File: src/rtl/irq_regs_pkg.sv
package irq_regs_pkg;

  localparam int unsigned DW = 32;
  localparam int unsigned AW = 4;

  localparam logic [AW-1:0] A_ID    = 4'd0;
  localparam logic [AW-1:0] A_VER   = 4'd1;
  localparam logic [AW-1:0] A_TPRI  = 4'd2;
  localparam logic [AW-1:0] A_LDST  = 4'd3;
  localparam logic [AW-1:0] A_DFMT  = 4'd4;
  localparam logic [AW-1:0] A_SPUR  = 4'd5;
  localparam logic [AW-1:0] A_ESTAT = 4'd6;
  localparam logic [AW-1:0] A_LVT0  = 4'd8;

  localparam logic [DW-1:0] LVT_RO_MASK = 32'h0000_5000;
  localparam logic [DW-1:0] LVT_RST     = 32'h0001_0000;
  localparam logic [DW-1:0] DFMT_FORCE  = 32'h0FFF_FFFF;
  localparam logic [DW-1:0] LDST_KEEP   = 32'hFF00_0000;
  localparam int unsigned   SWEN_BIT    = 8;

  function automatic logic [DW-1:0] keep_low_byte(input logic [DW-1:0] d);
    return {24'h0, d[7:0]};
  endfunction

  function automatic logic [DW-1:0] ldst_filter(input logic [DW-1:0] d);
    return d & LDST_KEEP;
  endfunction

  function automatic logic [DW-1:0] dfmt_filter(input logic [DW-1:0] d);
    return d | DFMT_FORCE;
  endfunction

  function automatic logic [DW-1:0] lvt_merge(input logic [DW-1:0] old_v,
                                              input logic [DW-1:0] d);
    return (d & ~LVT_RO_MASK) | (old_v & LVT_RO_MASK);
  endfunction

endpackage

File: src/rtl/irq_lvt_bank.sv
module irq_lvt_bank
  import irq_regs_pkg::*;
#(
  parameter int unsigned NUM_VEC = 6
) (
  input  logic                         clk,
  input  logic                         rst_n,
  input  logic [NUM_VEC-1:0]           wr_sel,
  input  logic [DW-1:0]                wdata,
  output logic [NUM_VEC-1:0][DW-1:0]   entry_q
);

  for (genvar gi = 0; gi < NUM_VEC; gi++) begin : g_entry
    always_ff @(posedge clk or negedge rst_n) begin
      if (!rst_n) begin
        entry_q[gi] <= LVT_RST;
      end else if (wr_sel[gi]) begin
        entry_q[gi] <= lvt_merge(entry_q[gi], wdata);
      end
    end
  end

endmodule

File: src/rtl/irq_err_status.sv
module irq_err_status #(
  parameter int unsigned ERR_W = 8
) (
  input  logic             clk,
  input  logic             rst_n,
  input  logic             wr_hit,
  input  logic             rd_hit,
  input  logic [ERR_W-1:0] src,
  output logic [ERR_W-1:0] bits_q,
  output logic             armed_q,
  output logic             arm_evt,
  output logic             clr_evt
);

  assign arm_evt = wr_hit && !armed_q;
  assign clr_evt = wr_hit && armed_q;

  always_ff @(posedge clk or negedge rst_n) begin
    if (!rst_n) begin
      bits_q  <= '0;
      armed_q <= 1'b0;
    end else begin
      if (clr_evt) begin
        bits_q  <= src;
        armed_q <= 1'b0;
      end else begin
        bits_q <= bits_q | src;
        if (arm_evt) begin
          armed_q <= 1'b1;
        end else if (rd_hit) begin
          armed_q <= 1'b0;
        end
      end
    end
  end

endmodule

File: src/rtl/irq_regfile.sv
module irq_regfile
  import irq_regs_pkg::*;
#(
  parameter int unsigned   NUM_VEC     = 6,
  parameter int unsigned   ERR_W       = 8,
  parameter logic [31:0]   VERSION_VAL = 32'h0005_0014
) (
  input  logic             clk,
  input  logic             rst_n,
  input  logic [3:0]       bus_addr,
  input  logic             bus_wr,
  input  logic             bus_rd,
  input  logic [31:0]      bus_wdata,
  output logic [31:0]      bus_rdata,
  input  logic [ERR_W-1:0] err_src,
  output logic             sw_enable
);

  localparam int unsigned LVT_LAST = int'(A_LVT0) + NUM_VEC - 1;

  logic [DW-1:0] id_q, tpri_q, ldst_q, dfmt_q, spur_q;
  logic          swen_q;
  logic          rd_eff;

  logic [NUM_VEC-1:0]         lvt_hit;
  logic [NUM_VEC-1:0]         lvt_wr_evt;
  logic [NUM_VEC-1:0][DW-1:0] lvt_q;
  logic [2*NUM_VEC-1:0]       lvt_ro_flat;

  logic             spur_wr_evt;
  logic             estat_wr, estat_rd;
  logic [ERR_W-1:0] estat_bits;
  logic             estat_armed;
  logic             estat_arm_evt, estat_clr_evt;

  assign rd_eff      = bus_rd && !bus_wr;
  assign spur_wr_evt = bus_wr && (bus_addr == A_SPUR);
  assign estat_wr    = bus_wr && (bus_addr == A_ESTAT);
  assign estat_rd    = rd_eff && (bus_addr == A_ESTAT);

  for (genvar gi = 0; gi < NUM_VEC; gi++) begin : g_dec
    assign lvt_hit[gi]            = (bus_addr == AW'(int'(A_LVT0) + gi));
    assign lvt_wr_evt[gi]         = bus_wr && lvt_hit[gi];
    assign lvt_ro_flat[2*gi]      = lvt_q[gi][12];
    assign lvt_ro_flat[2*gi+1]    = lvt_q[gi][14];
  end

  always_ff @(posedge clk or negedge rst_n) begin
    if (!rst_n) begin
      id_q   <= '0;
      tpri_q <= '0;
      ldst_q <= '0;
      dfmt_q <= '0;
      spur_q <= '0;
      swen_q <= 1'b0;
    end else if (bus_wr) begin
      unique case (bus_addr)
        A_ID:    id_q   <= keep_low_byte(bus_wdata);
        A_TPRI:  tpri_q <= keep_low_byte(bus_wdata);
        A_LDST:  ldst_q <= ldst_filter(bus_wdata);
        A_DFMT:  dfmt_q <= dfmt_filter(bus_wdata);
        A_SPUR: begin
          spur_q <= bus_wdata;
          swen_q <= bus_wdata[SWEN_BIT];
        end
        default: ;
      endcase
    end
  end

  irq_lvt_bank #(.NUM_VEC(NUM_VEC)) u_lvt (
    .clk     (clk),
    .rst_n   (rst_n),
    .wr_sel  (lvt_wr_evt),
    .wdata   (bus_wdata),
    .entry_q (lvt_q)
  );

  irq_err_status #(.ERR_W(ERR_W)) u_estat (
    .clk     (clk),
    .rst_n   (rst_n),
    .wr_hit  (estat_wr),
    .rd_hit  (estat_rd),
    .src     (err_src),
    .bits_q  (estat_bits),
    .armed_q (estat_armed),
    .arm_evt (estat_arm_evt),
    .clr_evt (estat_clr_evt)
  );

  always_comb begin
    bus_rdata = '0;
    unique case (bus_addr)
      A_ID:    bus_rdata = id_q;
      A_VER:   bus_rdata = VERSION_VAL;
      A_TPRI:  bus_rdata = tpri_q;
      A_LDST:  bus_rdata = ldst_q;
      A_DFMT:  bus_rdata = dfmt_q;
      A_SPUR:  bus_rdata = spur_q;
      A_ESTAT: bus_rdata = DW'(estat_bits);
      default: begin
        for (int i = 0; i < NUM_VEC; i++) begin
          if (lvt_hit[i]) bus_rdata = lvt_q[i];
        end
      end
    endcase
  end

  assign sw_enable = swen_q;

endmodule

File: config.mk
export PLATFORM = sky130hd
export DESIGN_NAME = irq_regfile
export DESIGN_NICKNAME = d
export VERILOG_FILES = /design/src/rtl/irq_regs_pkg.sv /design/src/rtl/irq_lvt_bank.sv /design/src/rtl/irq_err_status.sv /design/src/rtl/irq_regfile.sv
export SDC_FILE = /design/constraint.sdc
export NUM_CORES = 1
export LEC_CHECK = 0
export CAP_MARGIN = 30
export CORE_ASPECT_RATIO = 1.2
export CORE_MARGIN = 1.5
export CORE_UTILIZATION = 30
export DETAILED_ROUTE_END_ITERATION = 8
export GPL_TIMING_DRIVEN = 0
export PLACE_DENSITY = 0.57
export SLEW_MARGIN = 30
export SYNTH_ARGS = -nofsm -noshare
export SYNTH_HDL_FRONTEND = slang
export SYNTH_SLANG_ARGS = --single-unit
File: constraint.sdc
create_clock -name clk -period 3.6 [get_ports clk]
set_input_delay 0.54 -clock clk [delete_from_list [all_inputs] [get_ports clk]]
set_output_delay 0.54 -clock clk [all_outputs]
set_load 0.02 [all_outputs]
# After elaboration in Yosys (flattened, before gate mapping)
# Index checks and enable logic that the tools add are counted.
classes:
  eq_ne: 12
  n_mux: 11
  n_bitwise: 7
  reduce_logical: 20
op_table:
  columns: ["cell", "n"]
  rows:
  - ["$pmux W32 S7", 1]
  - ["$mux W32", 6]
  - ["$or A32 B15 Y32", 6]
  - ["$eq A4 B4 Y1 const B", 6]
  - ["$eq A4 B3 Y1 const B", 3]
  - ["$logic_and A1 B1 Y1", 11]
  - ["$reduce_and A2 Y1", 5]
  - ["$eq A4 B2 Y1 const B", 2]
  - ["$mux W8", 1]
  - ["$or A8 B8 Y8", 1]
  - ["$eq A4 B1 Y1 const B", 1]
  - ["$logic_not A4 Y1", 1]
  - ["$mux W1", 3]
  - ["$reduce_bool A3 Y1", 1]
  - ["$logic_not A1 Y1", 2]
totals:
  register_bits: 290
  in_bits: 48
  wordCells: 64

# Depth between registers and ports, before layout
# Gate-level depths: netlist of run 1.
logic_depth:
  ltp_word: 8
  depth_mapped: 7

# Hierarchy
# Synthesis of run 1 repeated with hierarchy kept, for this count alone.
hier_totals:
  hier_cells: 936
  area_unflattened_um2: 12095.4
modules_own_cells:
  columns: ["mod", "n_inst", "cells_per_inst", "area_per_inst_um2", "seq_area_each_um2"]
  rows:
  - ["irq_lvt_bank", 1, 391, 6835.3, 4511.8]
  - ["irq_regfile", 1, 523, 4944.7, 1526.5]
  - ["irq_err_status", 1, 22, 315.3, 225.2]

# Worst setup path before layout of run 1
# Ideal clock, no wire load.
synth_path:
  path_type: "in2out"
  from: "input bus_addr[1]"
  to: "output bus_rdata[30]"
  arrival_ns: 1.882
  required_time_ns: 3.060
  slack_ns: 1.178
  cell_stages: 5
  path_buffers: 1
  path_cell_list: "buf_4 > nand2b_1 > nor2_1 > a221oi_1 > o21ai_0"
synth_between:
  elab_chain_len: 8
  word_cells_on_any_way: 20
  classes_between: "12 x eq/ne; 7 x mux; 1 x reduce/logical"
synth_rtl:
  columns: ["item", "line_no", "source"]
  rows:
  - ["start: declaration", "irq_regfile.sv:10", "input logic [3:0] bus_addr,"]
  - ["$eq A4 B4 Y1", "irq_regfile.sv:42", "assign lvt_hit[gi] = (bus_addr == AW'(int'(A_LVT0) + gi));"]
  - ["$mux W32 (6 in series)", "irq_regfile.sv:103", "if (lvt_hit[i]) bus_rdata = lvt_q[i];"]
  - ["$pmux W32 S7 *", "irq_regfile.sv:93", "unique case (bus_addr)"]
  - ["end: declaration", "irq_regfile.sv:14", "output logic [31:0] bus_rdata,"]
# Every way passes the cells marked *; elsewhere a longest branch is shown, timed or not.

# Worst setup path after layout of run 1
layout_path:
  from: "input bus_addr[2]"
  to: "output bus_rdata[16]"
# The elaborated chain is that of the path after synthesis.

==> results.json, run 1 <==
{
  "grt_use_met1": 0.229,
  "crit_fanout": 10,
  "hold_viol": 0,
  "gr-total-overflow": 0,
  "cp-start-kind": "input port",
  "post-route-util": 0.374,
  "period_share": 0.982,
  "hp-start": "u_estat.armed_q",
  "synth_most_common_cell": "dfrtp_1",
  "synth_area_sq_um": 11500,
  "worst_slew_pin_slew_ps": 647,
  "nNetsFinal": 1040,
  "clkSlewWorstSetupHoldPaths_ps": 60,
  "pwr-share-comb": 0.167,
  "hold_path_end": "u_estat.armed_q",
  "initial_utilization": 0.304,
  "clkPwrFrac": 0.377,
  "cts_root_buf": "clkbuf_16",
  "routabilityCongestion": 0.801,
  "clk_latency_ps": 560,
  "internal_power_mw": 6.15,
  "grt_max_degree": 76,
  "routedWlPerCell_microns": 22.2,
  "async_flop_share": 1.00,
  "die-area_sq_um": 39600,
  "via_per_inst": 5.24,
  "synth-seq-area-share": 0.544,
  "clk_path_buf_depth": 3,
  "drive_gt1_frac": 0.353,
  "antenna_found_initial": 1,
  "hold_path.class": "reg2reg",
  "yosysWarnings": 0,
  "ant_nets": 0,
  "synth_common_cells": "dfrtp_1, mux2_2, nor2_1",
  "setup_viol": 0,
  "yosys.area.top_type": "dfrtp_1",
  "synth_top_area_share": 0.530,
  "switching_share": 0.256,
  "yosysUniqueCellTypes": 48,
  "grtUsageMet2": 0.277,
  "grt_usage": 0.170,
  "area_growth_pct": 23.0,
  "finClkSkew_ps": 8.77,
  "routed_wl_mm": 33.2,
  "worstSetupPathType": "in2out",
  "die_w_microns": 182,
  "drtIter0Drc": 494,
  "synth_ff_type": "dfrtp_1",
  "seq_power_share": 0.456,
  "fmaxAchievable_mhz": 283,
  "post-route-min-period_ps": 3530,
  "ff2ff_path_depth": 2,
  "r2r_setup_slack_ps": 2620,
  "r2r_start": "u_estat.armed_q",
  "drcViolationCount": 0,
  "end_kind": "output pin",
  "min_delay_path_depth": 1,
  "worstPathRequired_ps": 3060,
  "status": "complete, no violations",
  "p_leak_nw": 6.13,
  "synth_edf_count": 0,
  "grtUsageMet3": 0.0297,
  "synth_nets": 924,
  "peakVddDrop_uv": 369,
  "coreArea_sq_um": 37900,
  "cp.arrival_ps": 2990,
  "powerDensity_nw_per_um2": 583,
  "num_vias": 7830,
  "cts_tree": "yes",
  "maxCapViolCount": 0,
  "nFillCells": 3710,
  "maxSlewHeadroom": 0.568,
  "syn_area_per_cell_sq_um": 13.2,
  "switchingPower_mw": 2.12,
  "ios": 81,
  "r2r_end": "u_estat.bits_q[2]",
  "dp_hpwl_mm": 22.1,
  "place_area_sq_um": 13000,
  "portBuffers": 80,
  "grt_pass1_wl_mm": 51.2,
  "numCtsBuffers": 29,
  "grt_busiest_layer": "met2",
  "synth_area_leaders": "dfrtp_1, mux2_2, mux2_1",
  "slew_violations": 0,
  "synth_cells": 876,
  "drtPass1Iterations": 5,
  "cts_sinks": 250,
  "die_h_microns": 218,
  "fin_hold_ws_ps": 482,
  "h-tree-depth": 1,
  "fin_area_sq_um": 14200,
  "rows": 78,
  "synth_seq_cells": 250,
  "first_global_vias": 8315
}
==> sequential cells by signal, summed over array words and instances, names as in the netlist <==
register         count
u_estat.bits_q       8
u_lvt.entry_q      180
u_estat.armed_q      1
dfmt_q               5
tpri_q               8
spur_q              32
ldst_q               8
id_q                 8
==> worst max path at each step <==
stage                          endpoint  slack, ps         from
after floorplan           bus_rdata[30]       1180  bus_addr[1]
after global placement       spur_q[26]      -9020        rst_n
after detailed placement  bus_rdata[24]       -580  bus_addr[2]
after CTS                 bus_rdata[24]         -9  bus_addr[1]
after global routing      bus_rdata[26]         -3  bus_addr[1]
final                     bus_rdata[16]         70  bus_addr[2]
==> final cells by class <==
cell class | instances | area (sq um) | share of cell area
inverters | 2 | 7.51 | 0.000530
clock buffers | 37 | 796 | 0.0561
multi-input cells | 563 | 4970 | 0.351
well taps | 480 | 601 | 0.0424
repair buffers | 85 | 918 | 0.0648
diodes | 1 | 2.50 | 0.000177
flip-flops and latches | 250 | 6260 | 0.442
plain buffers | 61 | 395 | 0.0279
clock inverters | 16 | 221 | 0.0156
==> cell families after synthesis <==
| group | share of synthesized area |
|---|---|
| muxes | 0.266 |
| AOI/OAI and AO/OA | 0.107 |
| DFF | 0.544 |
| buffers and inverters | 0.0293 |
| and+or+nand+nor | 0.0544 |
==> critical path, cell delays in order <==
cell and delay, ps:
dlygate4sd2_1 470, clkbuf_4 360, buf_4 250, a21oi_1 130
nor4_1 340, a221o_1 250, clkdlybuf4s50_1 630
==> what timing repair did <==
item	in CTS	in global routing
endpoints found under the setup margin	32	19
buffers inserted	1	0
gates resized for setup	44	23
hold buffers	1	0
endpoints found under the hold margin	74	0
==> through the flow <==
step | setup WS (ps) | power, mW | TNS (ps) | instances
global placement | -9020 | 5.13 | -2241680 | 1436
floorplan | 1180 | 4.66 | 0 | 876
global route | -3.39 | 8.65 | -3.39 | 1495
finish | 65.6 | 8.26 | 0 | 1495
CTS | -9.04 | 8.34 | -9.04 | 1494
detailed placement | -579 | 5.20 | -12940 | 1439
==> cell usage in the layout (no fill, tap or decap), drive strengths merged, types with 8 or more instances in the layout <==
| master | Yosys | routed |
|---|---|---|
| a21o | 10 | 10 |
| nor3 | 9 | 9 |
| mux2i | 15 | 15 |
| buf | 52 | 56 |
| clkbuf | 9 | 47 |
| mux2 | 255 | 255 |
| a2bb2oi | 8 | 8 |
| a221oi | 21 | 21 |
| dlygate4sd2 | 0 | 14 |
| a21oi | 23 | 23 |
| nand2b | 11 | 11 |
| nor2 | 48 | 48 |
| dfrtp | 244 | 244 |
| nand2 | 11 | 11 |
| o2bb2ai | 10 | 10 |
| o221ai | 8 | 8 |
| a211oi | 11 | 11 |
| dlymetal6s2s | 0 | 12 |
| a222oi | 9 | 9 |
| nor2b | 18 | 18 |
| o21ai | 51 | 51 |
| clkdlybuf4s50 | 0 | 53 |
==> power by group through the flow <==
stage               logic (mW)  clock network, mW  registers (mW)
finish                    1.38               3.11            3.76
global placement          1.35                  0            3.79
floorplan                0.946                  0            3.72
detailed placement        1.40                  0            3.81
global route              1.51               3.30            3.84
CTS                       1.40               3.18            3.76
==> layer usage <==
metal / wire length [microns] / share of wire / up-vias
met3: 1530 / 0.046 / 60
met4: 948 / 0.029 / 0
met5: 0 / 0 / -
met2: 15500 / 0.47 / 207
li1: - / - / 3504
met1: 15200 / 0.46 / 4059
Note: power is estimated with default switching activity, not from simulation.
==> run 2, diff against run 1 <==
CORE_MARGIN = 2   (was 1.5)
==> run 2 against run 1 <==
Cell area fell by 0.65%. Fmax increased by 1.0%. Largest cell class unchanged. Non-clock buffer count did not move. Highest routed layer unchanged. Critical endpoint unchanged. Clock skew increased by 5.6 ps.
==> results.json, run 2 (same netlist as run 1, synthesis figures left out) <==
{
  "slew_violations": 0,
  "num_vias": 7826,
  "setup_viol": 0,
  "ant_nets": 0,
  "layout_commonest_cell": "dfrtp_1",
  "end_kind": "output pin",
  "routedWlPerCell_microns": 22.1,
  "r2r_setup_slack_ps": 2640,
  "grt_max_degree": 74,
  "rsz0062_at_grt": "no",
  "gr-total-overflow": 0,
  "fin_hold_ws_ps": 479,
  "routabilityCongestion": 0.833,
  "n_antenna_cell": 0,
  "top_register": "u_lvt.entry_q",
  "drive_gt1_frac": 0.350,
  "die-area_sq_um": 40000,
  "first_global_vias": 8268,
  "grt_pass1_wl_mm": 50.6,
  "worstSetupPathType": "in2out",
  "clk_path_buf_depth": 3,
  "worstPathRequired_ps": 3060,
  "maxSlewHeadroom": 0.553,
  "cts_root_buf": "clkbuf_16",
  "r2r_end": "u_estat.bits_q[0]",
  "total_power_mw": 7.98,
  "fin_area_sq_um": 14100,
  "ios": 81,
  "post-route-min-period_ps": 3500,
  "hold_viol": 0,
  "p_leak_nw": 6.06,
  "rows": 78,
  "drcViolationCount": 0,
  "coreArea_sq_um": 37900,
  "routed_wl_mm": 32.9,
  "via_per_inst": 5.25,
  "peakVddDrop_uv": 381,
  "period_share": 0.972,
  "numCtsBuffers": 28,
  "initial_utilization": 0.304,
  "h-tree-depth": 1,
  "status": "complete, no violations",
  "final_cell_mix": "dfrtp_1, mux2_2, clkdlybuf4s50_1",
  "cp.arrival_ps": 2960,
  "clk_latency_ps": 540,
  "hp-start": "u_estat.armed_q",
  "die_h_microns": 219,
  "finClkSkew_ps": 14.4,
  "final_cells": 1492,
  "die_w_microns": 183,
  "dp_hpwl_mm": 21.9,
  "cts_sinks": 250,
  "cp-start-kind": "input port",
  "fmaxAchievable_mhz": 286,
  "area_growth_pct": 22.2,
  "post-route-util": 0.372,
  "clkSlewWorstSetupHoldPaths_ps": 60,
  "crit_chain": "dlygate4sd2_1, clkbuf_4, buf_4, nand2_1, nor2_1, nor4_2, a221o_1, clkdlybuf4s50_1",
  "place_area_sq_um": 13000,
  "place_inst": 1439,
  "cp_slowest_cell": "clkdlybuf4s50_1",
  "hold_path.class": "reg2reg",
  "max_stage_delay_ps": 560,
  "min_delay_path_depth": 1,
  "hold_path_end": "u_estat.armed_q",
  "largest_reg_flops": 180,
  "maxCapViolCount": 0,
  "cts_tree": "yes",
  "powerDensity_nw_per_um2": 566,
  "antenna_found_initial": 0,
  "drtIter0Drc": 394,
  "drtPass1Iterations": 5,
  "r2r_start": "u_estat.armed_q",
  "grt_usage": 0.166,
  "top_regs": "u_lvt.entry_q (180), spur_q (32)",
  "ff2ff_path_depth": 2,
  "worst_slew_pin_slew_ps": 668,
  "crit_fanout": 10,
  "nNetsFinal": 1039,
  "portBuffers": 80
}
[run 2: worst max-delay path by stage]
stage	startpoint	endpoint	slack [ps]
after floorplan	bus_addr[1]	bus_rdata[30]	1180
after global placement	rst_n	u_lvt.entry_q[118]	-9040
after detailed placement	bus_addr[2]	bus_rdata[23]	-600
after CTS	bus_addr[1]	bus_rdata[2]	4
after global routing	bus_addr[1]	bus_rdata[5]	2
final	bus_addr[2]	bus_rdata[16]	100
[run 2: layout make-up]
| class | instances | area, sq um |
|---|---|---|
| clock buffer | 46 | 868 |
| buffer | 61 | 399 |
| multi-input combinational | 563 | 4980 |
| timing repair buffer | 85 | 907 |
| sequential | 250 | 6260 |
| fill | 3704 | 23800 |
| clock inverter | 5 | 61.3 |
| tap | 480 | 601 |
| inverter | 2 | 7.51 |
[run 2: worst max-delay path: cells and delay by family]
| kind | cells | cell delay [ps] |
|---|---|---|
| and+or+nand+nor | 3 | 420 |
| AOI/OAI and AO/OA | 1 | 320 |
| buffers and inverters | 4 | 1660 |
[run 2: power by group]
| group | leakage [nW] | internal, mW | switching (mW) | total, mW |
|---|---|---|---|---|
| Sequential | 3.03 | 3.46 | 0.308 | 3.76 |
| Combinational | 2.58 | 0.770 | 0.609 | 1.38 |
| Clock | 0.459 | 1.71 | 1.13 | 2.83 |
| Total | 6.06 | 5.93 | 2.04 | 7.98 |
[run 2: layer usage]
metal | part of all wire | vias to the layer above | global-route usage
met4 | 0.016 | 0 | 0.0336
met1 | 0.45 | 4085 | 0.226
met3 | 0.053 | 47 | 0.0307
li1 | - | 3484 | -
met2 | 0.48 | 210 | 0.278
met5 | 0 | - | 0
[run 2: repair_timing]
item                                    in CTS  in global routing
cloned                                       0                  0
endpoints found under the setup margin      32                 15
setup buffers                                1                  0
hold endpoints to repair                    65                  0
hold buffers                                 1                  0
gates resized for setup                     49                 21
[run 2: stage by stage]
step                      TNS (ps)  worst slack [ps]
after floorplan                  0              1180
after global placement    -2247400             -9040
after detailed placement    -12810              -598
after CTS                        0              3.97
after global routing             0              2.36
final                            0               101
==> run 3, diff against run 2 <==
HOLD_SLACK_MARGIN = 0.1   (was unset)
SYNTH_HIERARCHICAL = 1   (was unset)
==> run 3 against run 2 <==
Core utilization hardly changed. Clock-buffer cell count is 7 lower. Die area is 4.8% higher. Worst hold slack hardly changed.
==> results.json, run 3 <==
{
  "top_register": "u_lvt/entry_q",
  "hold_path.class": "in2async",
  "end_kind": "output pin",
  "drtIter0Drc": 508,
  "place_ws_ps": -743,
  "drtPass1Iterations": 4,
  "die_h_microns": 224,
  "synth_area_sq_um": 12100,
  "clk_path_buf_depth": 3,
  "first_global_vias": 8649,
  "cts_root_buf": "clkbuf_16",
  "cp-start-kind": "input port",
  "worstPathRequired_ps": 3060,
  "total_power_mw": 8.36,
  "post-route-util": 0.372,
  "fin_hold_ws_ps": 479,
  "drive_gt1_frac": 0.378,
  "fin_area_sq_um": 14800,
  "rsz0062_at_grt": "yes",
  "nFillCells": 3876,
  "num_vias": 8256,
  "max_stage_delay_ps": 680,
  "hold_viol": 0,
  "rows": 80,
  "via_per_inst": 5.12,
  "h-tree-depth": 1,
  "final_cell_mix": "dfrtp_1, mux2_2, o21ai_0",
  "top_regs": "u_lvt/entry_q (180), spur_q (32)",
  "crit_chain": "buf_4, clkbuf_1, nand2b_1, o22ai_1, a2111o_1, nand3_1, clkdlybuf4s50_1",
  "maxSlewHeadroom": 0.421,
  "numCtsBuffers": 28,
  "worst_slew_pin_slew_ps": 868,
  "grt_usage": 0.172,
  "fin_ws_ps": 57.3,
  "synth_cells": 935,
  "setup_viol": 0,
  "clkSlewWorstSetupHoldPaths_ps": 60,
  "crit_buf_inv": 3,
  "cp.arrival_ps": 3000,
  "initial_utilization": 0.304,
  "cts_sinks": 250,
  "die-area_sq_um": 41900,
  "ios": 81,
  "period_share": 0.984,
  "worstSetupPathType": "in2out",
  "dp_hpwl_mm": 24.3,
  "peakVddDrop_uv": 399,
  "routabilityCongestion": 0.803,
  "powerDensity_nw_per_um2": 566,
  "critical_path.top_delay_family": "buffers and inverters",
  "ant_nets": 0,
  "routed_wl_mm": 36.2,
  "largest_reg_flops": 180,
  "die_w_microns": 187,
  "crit_fanout": 10,
  "syn_area_per_cell_sq_um": 12.9,
  "routedWlPerCell_microns": 22.5,
  "yosysWarnings": 6,
  "drcViolationCount": 0,
  "antenna_found_initial": 0,
  "portBuffers": 77,
  "place_area_sq_um": 13700,
  "gr-total-overflow": 0,
  "coreArea_sq_um": 39700,
  "fmaxAchievable_mhz": 282,
  "status": "complete, no violations",
  "nNetsFinal": 1105,
  "maxCapViolCount": 0,
  "post-route-min-period_ps": 3540,
  "clk_latency_ps": 560,
  "cp_slowest_cell": "clkbuf_1",
  "p_leak_nw": 6.36,
  "cts_tree": "yes",
  "finClkSkew_ps": 34.2,
  "layout_commonest_cell": "dfrtp_1",
  "slew_violations": 0,
  "grt_pass1_wl_mm": 54.9,
  "area_growth_pct": 22.2,
  "grt_max_degree": 87
}
run 3: cell type report:
cell class | count | area, sq um | share of cell area
Clock inverter | 13 | 208 | 0.0141
Multi-Input combinational cell | 612 | 5320 | 0.360
Timing Repair Buffer | 82 | 863 | 0.0584
Tap cell | 533 | 667 | 0.0451
Antenna cell | 1 | 2.50 | 0.000169
Inverter | 3 | 11.3 | 0.000762
Sequential cell | 250 | 6260 | 0.424
Buffer | 80 | 638 | 0.0432
Clock buffer | 39 | 812 | 0.0549
run 3: timing repair:
item	4_1_cts	5_1_grt
buffers inserted	1	0
gates resized for setup	61	9
endpoints found under the hold margin	38	0
endpoints found under the setup margin	32	11
hold buffers	1	0
pin swaps	1	0
run 3: metal layers:
metal / GRT usage / routed length (microns) / up-vias
met5: 0 / 0 / -
met4: 0.0548 / 917 / 0
met3: 0.0313 / 1990 / 48
met2: 0.288 / 17600 / 239
met1: 0.226 / 15700 / 4291
li1: - / - / 3678
run 3: path summary, 6_finish.rpt:
check,startpoint,endpoint,slack (ps),cells after the start
min reg2reg,u_estat/bits_q[5],u_estat/bits_q[5],480,1
max in group asynchronous,rst_n,u_lvt/entry_q[112],2050,4
max,bus_addr[1],bus_rdata[25],60,7
min,rst_n,u_lvt/entry_q[91],480,2
min in group clk,u_estat/bits_q[5],u_estat/bits_q[5],480,1
max reg2reg,u_estat/armed_q,u_estat/bits_q[4],2650,2
run 3: stage by stage:
stage	std cells	TNS, ps
2_1_floorplan	946	0
3_3_place_gp	1556	-2223330
3_5_place_dp	1559	-13330
4_1_cts	1613	-198
5_1_grt	1612	-14.0
6_report	1613	0
run 3: where the power goes:
group	internal [mW]	switching, mW
sequential	3.46	0.310
clock	1.93	1.18
combinational	0.834	0.653
total	6.22	2.14
